### src/rtl/lcd_pkg.sv
package lcd_pkg;

    typedef enum logic [1:0] {
        XF_IDLE,
        XF_SETUP,
        XF_PULSE,
        XF_HOLD
    } xfer_state_e;

    typedef enum logic [1:0] {
        SQ_POWER,
        SQ_SEND,
        SQ_WAIT,
        SQ_READY
    } seq_state_e;

    // one entry of the start-up program
    typedef struct packed {
        logic [7:0] code;
        logic       lone;   // narrow bus: send the upper nibble only
        logic       slow;   // long settle after this entry
    } step_t;

    localparam logic [7:0] CMD_CLEAR  = 8'h01;
    localparam logic [7:0] CMD_HOME   = 8'h02;
    localparam logic [7:0] CMD_SETPOS = 8'h80;

    function automatic longint ceil_div(longint num, longint den);
        return (num + den - 1) / den;
    endfunction

    function automatic step_t script_step(logic wide, int idx);
        step_t s;
        int    j;
        s = '{code: 8'h00, lone: 1'b0, slow: 1'b0};
        if (wide) begin
            j = idx + 1;
        end else begin
            j = idx;
        end
        case (j)
            0: s = '{code: 8'h20, lone: 1'b1, slow: 1'b0};
            1: s = '{code: (wide ? 8'h38 : 8'h28), lone: 1'b0, slow: 1'b0};
            2: s = '{code: 8'h0E, lone: 1'b0, slow: 1'b0};
            3: s = '{code: CMD_CLEAR, lone: 1'b0, slow: 1'b1};
            4: s = '{code: 8'h06, lone: 1'b0, slow: 1'b0};
            default: s = '{code: 8'h00, lone: 1'b0, slow: 1'b0};
        endcase
        return s;
    endfunction

endpackage

### src/rtl/lcd_timer.sv
module lcd_timer #(
    parameter int W     = 16,
    parameter int START = 0
) (
    input  logic         clk,
    input  logic         rst_n,
    input  logic         load,
    input  logic [W-1:0] count,
    output logic         expired
);

    typedef struct packed {
        logic [W-1:0] cnt;
    } tmr_t;

    tmr_t r_d, r_q;

    always_comb begin
        r_d = r_q;
        if (load) begin
            r_d.cnt = count;
        end else if (r_q.cnt != '0) begin
            r_d.cnt = r_q.cnt - 1'b1;
        end
    end

    always_ff @(posedge clk or negedge rst_n) begin
        if (!rst_n) begin
            r_q <= '{cnt: W'(START)};
        end else begin
            r_q <= r_d;
        end
    end

    assign expired = (r_q.cnt == '0);

endmodule

### src/rtl/lcd_strobe.sv
module lcd_strobe
    import lcd_pkg::*;
#(
    parameter bit WIDE   = 1'b1,
    parameter int EN_CYC = 1
) (
    input  logic       clk,
    input  logic       rst_n,
    input  logic       start,
    input  logic       rs_in,
    input  logic [7:0] code_in,
    input  logic       lone_in,
    output logic       done,
    output logic       lcd_rs,
    output logic       lcd_en,
    output logic [7:0] lcd_db
);

    localparam int EW = (EN_CYC > 1) ? $clog2(EN_CYC) : 1;

    typedef struct packed {
        xfer_state_e   st;
        logic          rs;
        logic [7:0]    code;
        logic          lone;
        logic          low_half;
        logic [EW-1:0] cnt;
    } xf_t;

    xf_t  r_d, r_q;
    logic last_half;

    always_comb begin
        r_d       = r_q;
        done      = 1'b0;
        last_half = WIDE || r_q.lone || r_q.low_half;
        unique case (r_q.st)
            XF_IDLE: begin
                if (start) begin
                    r_d.st       = XF_SETUP;
                    r_d.rs       = rs_in;
                    r_d.code     = code_in;
                    r_d.lone     = lone_in;
                    r_d.low_half = 1'b0;
                end
            end
            XF_SETUP: begin
                r_d.st  = XF_PULSE;
                r_d.cnt = EW'(EN_CYC - 1);
            end
            XF_PULSE: begin
                if (r_q.cnt == '0) begin
                    r_d.st = XF_HOLD;
                end else begin
                    r_d.cnt = r_q.cnt - 1'b1;
                end
            end
            XF_HOLD: begin
                if (last_half) begin
                    done   = 1'b1;
                    r_d.st = XF_IDLE;
                end else begin
                    r_d.low_half = 1'b1;
                    r_d.st       = XF_SETUP;
                end
            end
            default: r_d.st = XF_IDLE;
        endcase
    end

    always_ff @(posedge clk or negedge rst_n) begin
        if (!rst_n) begin
            r_q <= '0;
        end else begin
            r_q <= r_d;
        end
    end

    assign lcd_en = (r_q.st == XF_PULSE);
    assign lcd_rs = r_q.rs;

    generate
        if (WIDE) begin : g_byte_bus
            assign lcd_db = r_q.code;
        end else begin : g_nibble_bus
            assign lcd_db = {(r_q.low_half ? r_q.code[3:0] : r_q.code[7:4]), 4'b0000};
        end
    endgenerate

    // pulse width observer for the checks below
    int wid_q;
    always_ff @(posedge clk or negedge rst_n) begin
        if (!rst_n) begin
            wid_q <= 0;
        end else if (lcd_en) begin
            wid_q <= (wid_q < EN_CYC) ? wid_q + 1 : wid_q;
        end else begin
            wid_q <= 0;
        end
    end

    assert_start_idle_R5: assert property (@(posedge clk) disable iff (!rst_n)
        start |-> (r_q.st == XF_IDLE));

    assert_setup_R5: assert property (@(posedge clk) disable iff (!rst_n)
        $rose(lcd_en) |-> ($stable(lcd_db) && $stable(lcd_rs)));

    assert_hold_R5: assert property (@(posedge clk) disable iff (!rst_n)
        $fell(lcd_en) |-> ($stable(lcd_db) && $stable(lcd_rs)));

    assert_width_R5: assert property (@(posedge clk) disable iff (!rst_n)
        $fell(lcd_en) |-> (wid_q >= EN_CYC));

endmodule

### src/rtl/lcd_seq.sv
module lcd_seq
    import lcd_pkg::*;
#(
    parameter bit WIDE    = 1'b1,
    parameter int TW      = 16,
    parameter int T_SHORT = 39,
    parameter int T_LONG  = 1530
) (
    input  logic          clk,
    input  logic          rst_n,
    input  logic          req_valid,
    input  logic          req_rs,
    input  logic [7:0]    req_data,
    input  logic          req_pos,
    input  logic          req_line,
    input  logic [3:0]    req_col,
    output logic          req_ready,
    input  logic          xf_done,
    input  logic          tmr_expired,
    output logic          xf_start,
    output logic          xf_rs,
    output logic [7:0]    xf_code,
    output logic          xf_lone,
    output logic          tmr_load,
    output logic [TW-1:0] tmr_count
);

    localparam int NSTEP = WIDE ? 4 : 5;
    localparam int IW    = $clog2(NSTEP);

    typedef struct packed {
        seq_state_e    st;
        logic [IW-1:0] idx;
        logic          slow;
        logic          booted;
    } sq_t;

    sq_t        r_d, r_q;
    step_t      cur_step, nxt_step;
    logic [7:0] host_code;
    logic       host_rs;

    always_comb begin
        r_d       = r_q;
        xf_start  = 1'b0;
        xf_rs     = 1'b0;
        xf_code   = 8'h00;
        xf_lone   = 1'b0;
        tmr_load  = 1'b0;
        tmr_count = '0;
        cur_step  = script_step(WIDE, int'(r_q.idx));
        nxt_step  = script_step(WIDE, int'(r_q.idx) + 1);
        host_code = req_pos ? (CMD_SETPOS | {1'b0, req_line, 2'b00, req_col}) : req_data;
        host_rs   = req_pos ? 1'b0 : req_rs;
        unique case (r_q.st)
            SQ_POWER: begin
                if (tmr_expired) begin
                    xf_start = 1'b1;
                    xf_code  = cur_step.code;
                    xf_lone  = cur_step.lone;
                    r_d.slow = cur_step.slow;
                    r_d.st   = SQ_SEND;
                end
            end
            SQ_SEND: begin
                if (xf_done) begin
                    tmr_load  = 1'b1;
                    tmr_count = r_q.slow ? TW'(T_LONG) : TW'(T_SHORT);
                    r_d.st    = SQ_WAIT;
                end
            end
            SQ_WAIT: begin
                if (tmr_expired) begin
                    if (r_q.booted || (r_q.idx == IW'(NSTEP - 1))) begin
                        r_d.booted = 1'b1;
                        r_d.st     = SQ_READY;
                    end else begin
                        xf_start = 1'b1;
                        xf_code  = nxt_step.code;
                        xf_lone  = nxt_step.lone;
                        r_d.slow = nxt_step.slow;
                        r_d.idx  = r_q.idx + 1'b1;
                        r_d.st   = SQ_SEND;
                    end
                end
            end
            SQ_READY: begin
                if (req_valid) begin
                    xf_start = 1'b1;
                    xf_code  = host_code;
                    xf_rs    = host_rs;
                    r_d.slow = !host_rs && ((host_code == CMD_CLEAR) || (host_code == CMD_HOME));
                    r_d.st   = SQ_SEND;
                end
            end
            default: r_d.st = SQ_POWER;
        endcase
    end

    always_ff @(posedge clk or negedge rst_n) begin
        if (!rst_n) begin
            r_q <= '0;
        end else begin
            r_q <= r_d;
        end
    end

    assign req_ready = (r_q.st == SQ_READY);

    assert_ready_after_wait_R8: assert property (@(posedge clk) disable iff (!rst_n)
        req_ready |-> tmr_expired);

    assert_accept_drops_ready_R8: assert property (@(posedge clk) disable iff (!rst_n)
        (req_valid && req_ready) |=> !req_ready);

    assert_no_wait_cut_R4: assert property (@(posedge clk) disable iff (!rst_n)
        tmr_load |-> tmr_expired);

endmodule

### src/rtl/lcd_init_ctrl.sv
module lcd_init_ctrl #(
    parameter int unsigned CLK_HZ   = 50_000_000,
    parameter bit          WIDE_BUS = 1'b1
) (
    input  logic       clk,
    input  logic       rst_n,
    input  logic       req_valid,
    output logic       req_ready,
    input  logic       req_rs,
    input  logic [7:0] req_data,
    input  logic       req_pos,
    input  logic       req_line,
    input  logic [3:0] req_col,
    output logic       lcd_rs,
    output logic       lcd_rw,
    output logic       lcd_en,
    output logic [7:0] lcd_db
);

    localparam longint CLK_L   = longint'(CLK_HZ);
    localparam int     EN_RAW  = int'(lcd_pkg::ceil_div(CLK_L, 64'd1_000_000));
    localparam int     EN_CYC  = (EN_RAW < 1) ? 1 : EN_RAW;
    localparam int     T_PWR   = int'(lcd_pkg::ceil_div(CLK_L * 3, 64'd100));
    localparam int     T_SHORT = int'(lcd_pkg::ceil_div(CLK_L * 39, 64'd1_000_000));
    localparam int     T_LONG  = int'(lcd_pkg::ceil_div(CLK_L * 153, 64'd100_000));
    localparam int     TW      = $clog2(T_PWR + 1);

    logic          xf_start, xf_rs, xf_lone, xf_done;
    logic [7:0]    xf_code;
    logic          tmr_load, tmr_expired;
    logic [TW-1:0] tmr_count;

    lcd_timer #(
        .W     (TW),
        .START (T_PWR)
    ) u_timer (
        .clk     (clk),
        .rst_n   (rst_n),
        .load    (tmr_load),
        .count   (tmr_count),
        .expired (tmr_expired)
    );

    lcd_seq #(
        .WIDE    (WIDE_BUS),
        .TW      (TW),
        .T_SHORT (T_SHORT),
        .T_LONG  (T_LONG)
    ) u_seq (
        .clk         (clk),
        .rst_n       (rst_n),
        .req_valid   (req_valid),
        .req_rs      (req_rs),
        .req_data    (req_data),
        .req_pos     (req_pos),
        .req_line    (req_line),
        .req_col     (req_col),
        .req_ready   (req_ready),
        .xf_done     (xf_done),
        .tmr_expired (tmr_expired),
        .xf_start    (xf_start),
        .xf_rs       (xf_rs),
        .xf_code     (xf_code),
        .xf_lone     (xf_lone),
        .tmr_load    (tmr_load),
        .tmr_count   (tmr_count)
    );

    lcd_strobe #(
        .WIDE   (WIDE_BUS),
        .EN_CYC (EN_CYC)
    ) u_xfer (
        .clk     (clk),
        .rst_n   (rst_n),
        .start   (xf_start),
        .rs_in   (xf_rs),
        .code_in (xf_code),
        .lone_in (xf_lone),
        .done    (xf_done),
        .lcd_rs  (lcd_rs),
        .lcd_en  (lcd_en),
        .lcd_db  (lcd_db)
    );

    assign lcd_rw = 1'b0;

endmodule

### config.mk
export PLATFORM = sky130hd
export DESIGN_NAME = lcd_init_ctrl
export DESIGN_NICKNAME = d
export VERILOG_FILES = /design/src/rtl/lcd_pkg.sv /design/src/rtl/lcd_timer.sv /design/src/rtl/lcd_strobe.sv /design/src/rtl/lcd_seq.sv /design/src/rtl/lcd_init_ctrl.sv
export SDC_FILE = /design/constraint.sdc
export NUM_CORES = 1
export LEC_CHECK = 0
export ABC_AREA = 0
export ABC_CLOCK_PERIOD_IN_PS = 5130
export BUFFER_PORTS_ARGS = -buffer_cell sky130_fd_sc_hd__buf_2
export CORE_ASPECT_RATIO = 1.75
export CORE_UTILIZATION = 45
export CTS_CLUSTER_DIAMETER = 60
export CTS_CLUSTER_SIZE = 14
export DETAILED_ROUTE_END_ITERATION = 8
export PLACE_DENSITY_LB_ADDON = 0.15
export SLEW_MARGIN = 10
export SYNTH_ARGS = -nofsm -noshare
export SYNTH_HDL_FRONTEND = slang
export SYNTH_SLANG_ARGS = --single-unit
### constraint.sdc
create_clock -name clk -period 5.13 [get_ports clk]
set_input_delay 0.513 -clock clk [delete_from_list [all_inputs] [get_ports clk]]
set_output_delay 0.513 -clock clk [all_outputs]
set_load 0.01 [all_outputs]
=== Yosys cells after proc, flatten, opt, wreduce, memory -nomap -nowiden ===
Cells that the tools add are included.

* Add/subtract/negate cells: 5
* Equal/unequal tests: 25
* Multiplexer cells: 44
* Bitwise logic cells: 1
* Reduce and logical (&&, ||, !) cells: 21

{| class="wikitable"
|+ Operators with widths
! cell !! number
|-
| equality test 32 x 2 -> 1 bit, second input constant || 4
|-
| 2-to-1 mux 21 bit || 4
|-
| one-hot mux 8 bit (5 select lines) || 2
|-
| equality test 32 x 1 -> 1 bit, second input constant || 2
|-
| equality test 32 x 3 -> 1 bit, second input constant || 2
|-
| logical NOT 32 bit || 2
|-
| adder 32 x 2 -> 32 bit, second input constant || 1
|-
| 2-to-1 mux 6 bit || 4
|-
| 2-to-1 mux 8 bit || 3
|-
| one-hot mux 8 bit (3 select lines) || 1
|-
| logical NOT 21 bit || 1
|-
| nonzero test 21 bit || 1
|-
| subtractor 21 x 1 -> 21 bit, second input constant || 1
|-
| 2-to-1 mux 17 bit || 1
|-
| 2-to-1 mux 1 bit || 16
|-
| one-hot mux 2 bit (4 select lines) || 2
|-
| 2-to-1 mux 13 bit || 1
|-
| != test 2 bit, second input constant || 6
|-
| one-hot mux 6 bit (2 select lines) || 1
|-
| equality test 2 bit, second input constant || 5
|-
| 2-to-1 mux 2 bit || 5
|-
| equality test 8 x 1 -> 1 bit, second input constant || 1
|-
| equality test 8 x 2 -> 1 bit, second input constant || 1
|-
| logical NOT 6 bit || 1
|-
| other kinds (19) || 28
|}

* Bits in registers: 45
* Bits of input ports: 18
* Output and inout port bits: 12
* Logic and storage cells: 106

=== Longest topological paths before layout ===
* Depth in word-level cells: 9
* Gate-level depth with buffers: 8
* Depth with buffers taken out: 7

=== Cells and area by module ===
Synthesis repeated with hierarchy kept, for this count alone.

* Cells, all modules: 338
* Area, all modules: 3226.8 um^2

{| class="wikitable"
|+ Modules (own cells, without submodules)
! module !! instances !! cells an instance !! area an instance (um^2) !! seq. area each (um^2)
|-
| lcd_timer || 1 || 129 || 1310.0 || 538.0
|-
| lcd_strobe || 1 || 91 || 968.4 || 425.4
|-
| lcd_seq || 1 || 116 || 937.1 || 150.1
|-
| lcd_init_ctrl || 1 || 2 || 11.3 || 0.0
|}

=== Worst setup path after synthesis ===
OpenSTA, ideal clock, no wires.

* Path kind: register to register
* Start: reg u_timer.r_q[0] in the netlist's numbering
* End: reg u_seq.r_q[1] in the netlist's numbering
* Setup time: 0.128 ns
* Arrival: 2.020 ns
* Required time: 5.002 ns
* Setup slack: 2.982 ns
* Stages on the path, launching flop included: 9
* Path buffers: 1
* Period minus slack after synthesis: 2.148 ns
* Path through: dfrtp_1 inv_1 ha_1 or4b_1 buf_2 nor3_4 nand3_1 a21oi_1 mux2_1

* Cells in the longest elaborated chain, start to end: 3
* Elaborated cells on any way between the ends: 4
* Those cells by class: eq/ne: 2; reduce/logical: 2

{| class="wikitable"
|+ RTL lines
! element !! line !! text
|-
| start: declaration || lcd_timer.sv:16 || <nowiki>tmr_t r_d, r_q;</nowiki>
|-
| start signal: assignment || lcd_timer.sv:29 || <nowiki>r_q <= '{cnt: W'(START)};</nowiki>
|-
| start signal: assignment || lcd_timer.sv:31 || <nowiki>r_q <= r_d;</nowiki>
|-
| logical NOT 21 bit * || lcd_timer.sv:35 || <nowiki>assign expired = (r_q.cnt == '0);</nowiki>
|-
| != test 2 bit (no line) || -- ||
|-
| AND reduction 5 bit (no line) * || -- ||
|-
| end signal: assignment || lcd_seq.sv:104 || <nowiki>r_q <= r_d;</nowiki>
|-
| end: declaration || lcd_seq.sv:38 || <nowiki>sq_t r_d, r_q;</nowiki>
|}

Every way passes the cells marked *; elsewhere a longest branch is shown, timed or not.
A chain may end at the register's enable or synchronous reset.

=== Worst setup path after layout ===
* Start: reg u_timer.r_q[11] in the netlist's numbering
* End: reg u_xfer.r_q (netlist bit u_xfer.lcd_db[7])

* Cells in the longest elaborated chain, start to end: 4
* Elaborated cells on any way between the ends: 5
* Those cells by class: mux: 3; reduce/logical: 2

{| class="wikitable"
|+ RTL lines
! element !! line !! text
|-
| logical NOT 21 bit * || lcd_timer.sv:35 ||
|-
| 2-to-1 mux 1 bit (on tied branches) || lcd_seq.sv:73, lcd_seq.sv:57 ||
|-
| one-hot mux 1 bit (3 select lines) * || lcd_seq.sv:55 || <nowiki>unique case (r_q.st)</nowiki>
|-
| AND reduction 2 bit (no line) * || -- ||
|-
| end signal: assignment || lcd_strobe.sv:75 || <nowiki>r_q <= r_d;</nowiki>
|-
| end: declaration || lcd_strobe.sv:30 || <nowiki>xf_t r_d, r_q;</nowiki>
|}

Marked as above.

==> summary.md <==
| Metric | Value |
|---|---|
| Tot Pwr | `0.607 mW` |
| Antenna-violating nets left | `0` |
| Cell internal pwr | `0.477 mW` |
| Setup TNS | `0 ps` |
| CP Launch Point | `u_timer.r_q[11]` |
| Initial Util | `47.2%` |
| Critical path type | `flop to flop` |
| Vias in the first global route | `2,229` |
| Ports | `30` |
| Sequential area share after synthesis | `39.5%` |
| Pin count of the biggest net entering global routing | `45` |
| Synth Warn # | `0` |
| Slew @ Worst Pin | `984 ps` |
| Synthesis-stage register bit count | `44` |
| Clock root cell | `clkbuf_8` |
| Pre-antenna DRT Iters | `4` |
| Die Ht | `107 µm` |
| Postcts setup bufs | `0` |
| Vias per inst | `5.67` |
| Peak supply drop | `0.152 mV` |
| CTS buffer count | `5` |
| Crit-path max FO | `16` |
| CP Launch Type | `flop` |
| Net Sw Power | `0.129 mW` |
| CTS Hold Bufs | `0` |
| Post-route minimum period | `2840 ps` |
| Die Wd | `61.8 µm` |
| DRT Wirelength | `6220 µm` |
| CP Capture Type | `flop` |
| RSZ-0062 raised after global routing | `false` |
| Max Fclk | `353 MHz` |
| Synthesized netlist net count | `329` |
| FP Rows | `37` |
| Seq pwr share | `57.2%` |
| Worst Path Arrival | `3020 ps` |
| Clock power frac | `39.5%` |
| Logic gate share of total power | `3.3%` |
| Main synth FF type | `dfrtp_1` |
| Static Leak | `1.43 nW` |
| DRT iter0 DRCs | `60` |
| Worst-path clk slew | `80 ps` |
| Worst skew pair latency | `300 ps` |
| Async SR Flop Fraction | `100%` |
| Placer Congestion | `0.793` |
| H-tree depth | `2` |
| Tcrit/Tclk final | `55.3%` |
| Vias | `2,200` |
| Final nets | `347` |
| Global-route wire length before repair | `10,300 µm` |
| P per Cell Area | `199 nW/µm²` |
| GRT Overall Usage | `21.0%` |
| Number of flops mapped to enable cells by yosys | `0` |
| Initial antenna violation count | `0` |
| Synthesized area | `2820 µm²` |
| Core footprint | `5970 µm²` |
| Wirelength per Cell | `16.0 µm` |
| Diode count | `0` |
| Net Sw Frac | `21.3%` |
| Post-CTS sizing | `0` |
| Place WS | `2330 ps` |
| Residual DRC count | `0` |
| Req. time, crit path | `5310 ps` |
| PortBufs | `28` |
| CTS tree | `yes` |
| Max-slew headroom | `34.4%` |
| Clk sink count | `44` |
| Bufs on Longest Clock Path | `2` |
| Final Worst Setup Slack | `2290 ps` |
| Worst hold path class | `input port to asynchronous set/reset pin` |
| Max-slew violation count | `0` |
| Status | `finished, final reports clean` |
| Area of the die | `6590 µm²` |
| Final HPWL DP | `4710 µm` |
| Max cap viols | `0` |
| Synth-to-layout area growth | `8.17%` |
| Final setup violating endpoints | `0` |
| Share of layout cells above drive strength 1 | `19.7%` |
| Congestion Overflow GR | `0` |
| Yosys cell types | `59` |
| R2r startpoint | `u_timer.r_q[11]` |
| Final hold vios | `0` |
| Gate Count Post-Synth | `291` |
| Mean Syn Cell Area | `9.68 µm²` |
| Worst Skew | `7.10 ps` |
[layout by cell type, fill, tap and decap left out, types with 3 or more instances in the layout]
master,synthesis,final
o21a_1,7,7
mux2_2,3,3
ha_1,20,20
nand3_1,10,10
o2111ai_1,3,3
nor3_1,5,5
mux2i_1,5,5
nand2_1,11,11
buf_2,2,28
or3_1,8,8
nor2_1,29,29
inv_1,16,16
o211ai_1,9,9
o221ai_1,3,3
xnor2_1,10,10
o21ai_0,13,13
a21oi_1,17,17
xor2_1,9,9
clkbuf_8,0,7
dfrtp_1,34,34
nor4_1,5,5
dfstp_2,10,10
[critical path, cell delays in order (launching register included)]
cell and delay [ps]:
dfrtp_1 420, nor4_1 400, nand4_1 540, o41ai_4 960
mux2_2 410
[cell usage after synthesis, drive strengths merged, types with 2 or more instances]
library cell,number,share of area [%]
a31oi,2,0.44
and2,2,0.44
nor4b,2,0.62
o21a,7,1.9
dfstp,10,9.3
nand3,10,1.8
nor4,6,1.6
or4b,2,0.71
or3,8,1.8
mux2i,5,1.8
ha,20,8.9
nor3,7,2.0
xor2,9,2.8
nand2,13,1.9
o31ai,2,0.53
clkbuf,5,0.67
dfrtp,34,30
a21oi,17,3.0
mux2,5,2.0
and3,2,0.44
nor2,32,4.7
or4,2,0.53
buf,12,3.2
nor3b,2,0.71
o21ai,14,2.5
inv,16,2.1
o221ai,3,0.93
o2111ai,3,0.93
a22oi,2,0.53
xnor2,10,3.1
nand2b,2,0.44
o211ai,9,2.4
[sequential cells by signal, summed over array words and instances (netlist names)]
register / count
u_seq.r_q: 6
u_xfer.lcd_db: 8
u_timer.r_q: 21
u_xfer.r_q: 8
u_xfer.lcd_rs: 1
[metal layers]
metal | GRT usage [%] | part of all wire (%)
met5 | 0 | 0
met2 | 37.2 | 56
met4 | 9.05 | 2.7
met1 | 24.1 | 38
met3 | 2.53 | 3.0
[area by class of cell]
cell class	instances	area (µm²)
fill	574	2930
clock buffer	8	100
timing repair buffer	28	140
multi-input combinational	214	1540
inverter	16	60.1
sequential	44	1110
tap	78	97.6
[power by group through the flow]
| stage | logic (mW) | registers (mW) | clock network [mW] |
|---|---|---|---|
| finish | 0.0198 | 0.347 | 0.240 |
| global route | 0.0228 | 0.347 | 0.256 |
| CTS | 0.0206 | 0.347 | 0.246 |
| detailed placement | 0.0207 | 0.353 | 0 |
| global placement | 0.0207 | 0.353 | 0 |
| floorplan | 0.00569 | 0.354 | 0 |
[through the flow]
step,hold slack [ps],utilization [%],area [µm²],instances
final,370,51.0,3050,388
after CTS,407,51.0,3050,388
after global placement,472,49.3,2950,380
after global routing,457,51.0,3050,388
after detailed placement,479,49.3,2950,380
after floorplan,217,-,2820,291
[worst paths after layout]
check	end	slack, ps	cells after the start
setup / recovery	u_xfer.lcd_db[7]	2290	4
hold / removal	u_timer.r_q[19]	370	1
min in group clk	u_timer.r_q[20]	480	2
hold reg to reg	u_timer.r_q[20]	480	2
max in group asynchronous	u_xfer.lcd_rs	4140	1
setup reg to reg	u_xfer.lcd_db[7]	2290	4
[kinds of logic after synthesis]
kind of cell | after synthesis | share of synthesized area [%]
simple gates | 94 | 18.7
compound gates | 70 | 17.1
flops | 44 | 39.5
buf+inv | 33 | 5.95
fa+ha+maj | 20 | 8.88
xor+xnor | 19 | 5.91
mux | 10 | 3.78
other cells | 1 | 0.133
No activity file was read; power rests on OpenSTA's default activity.
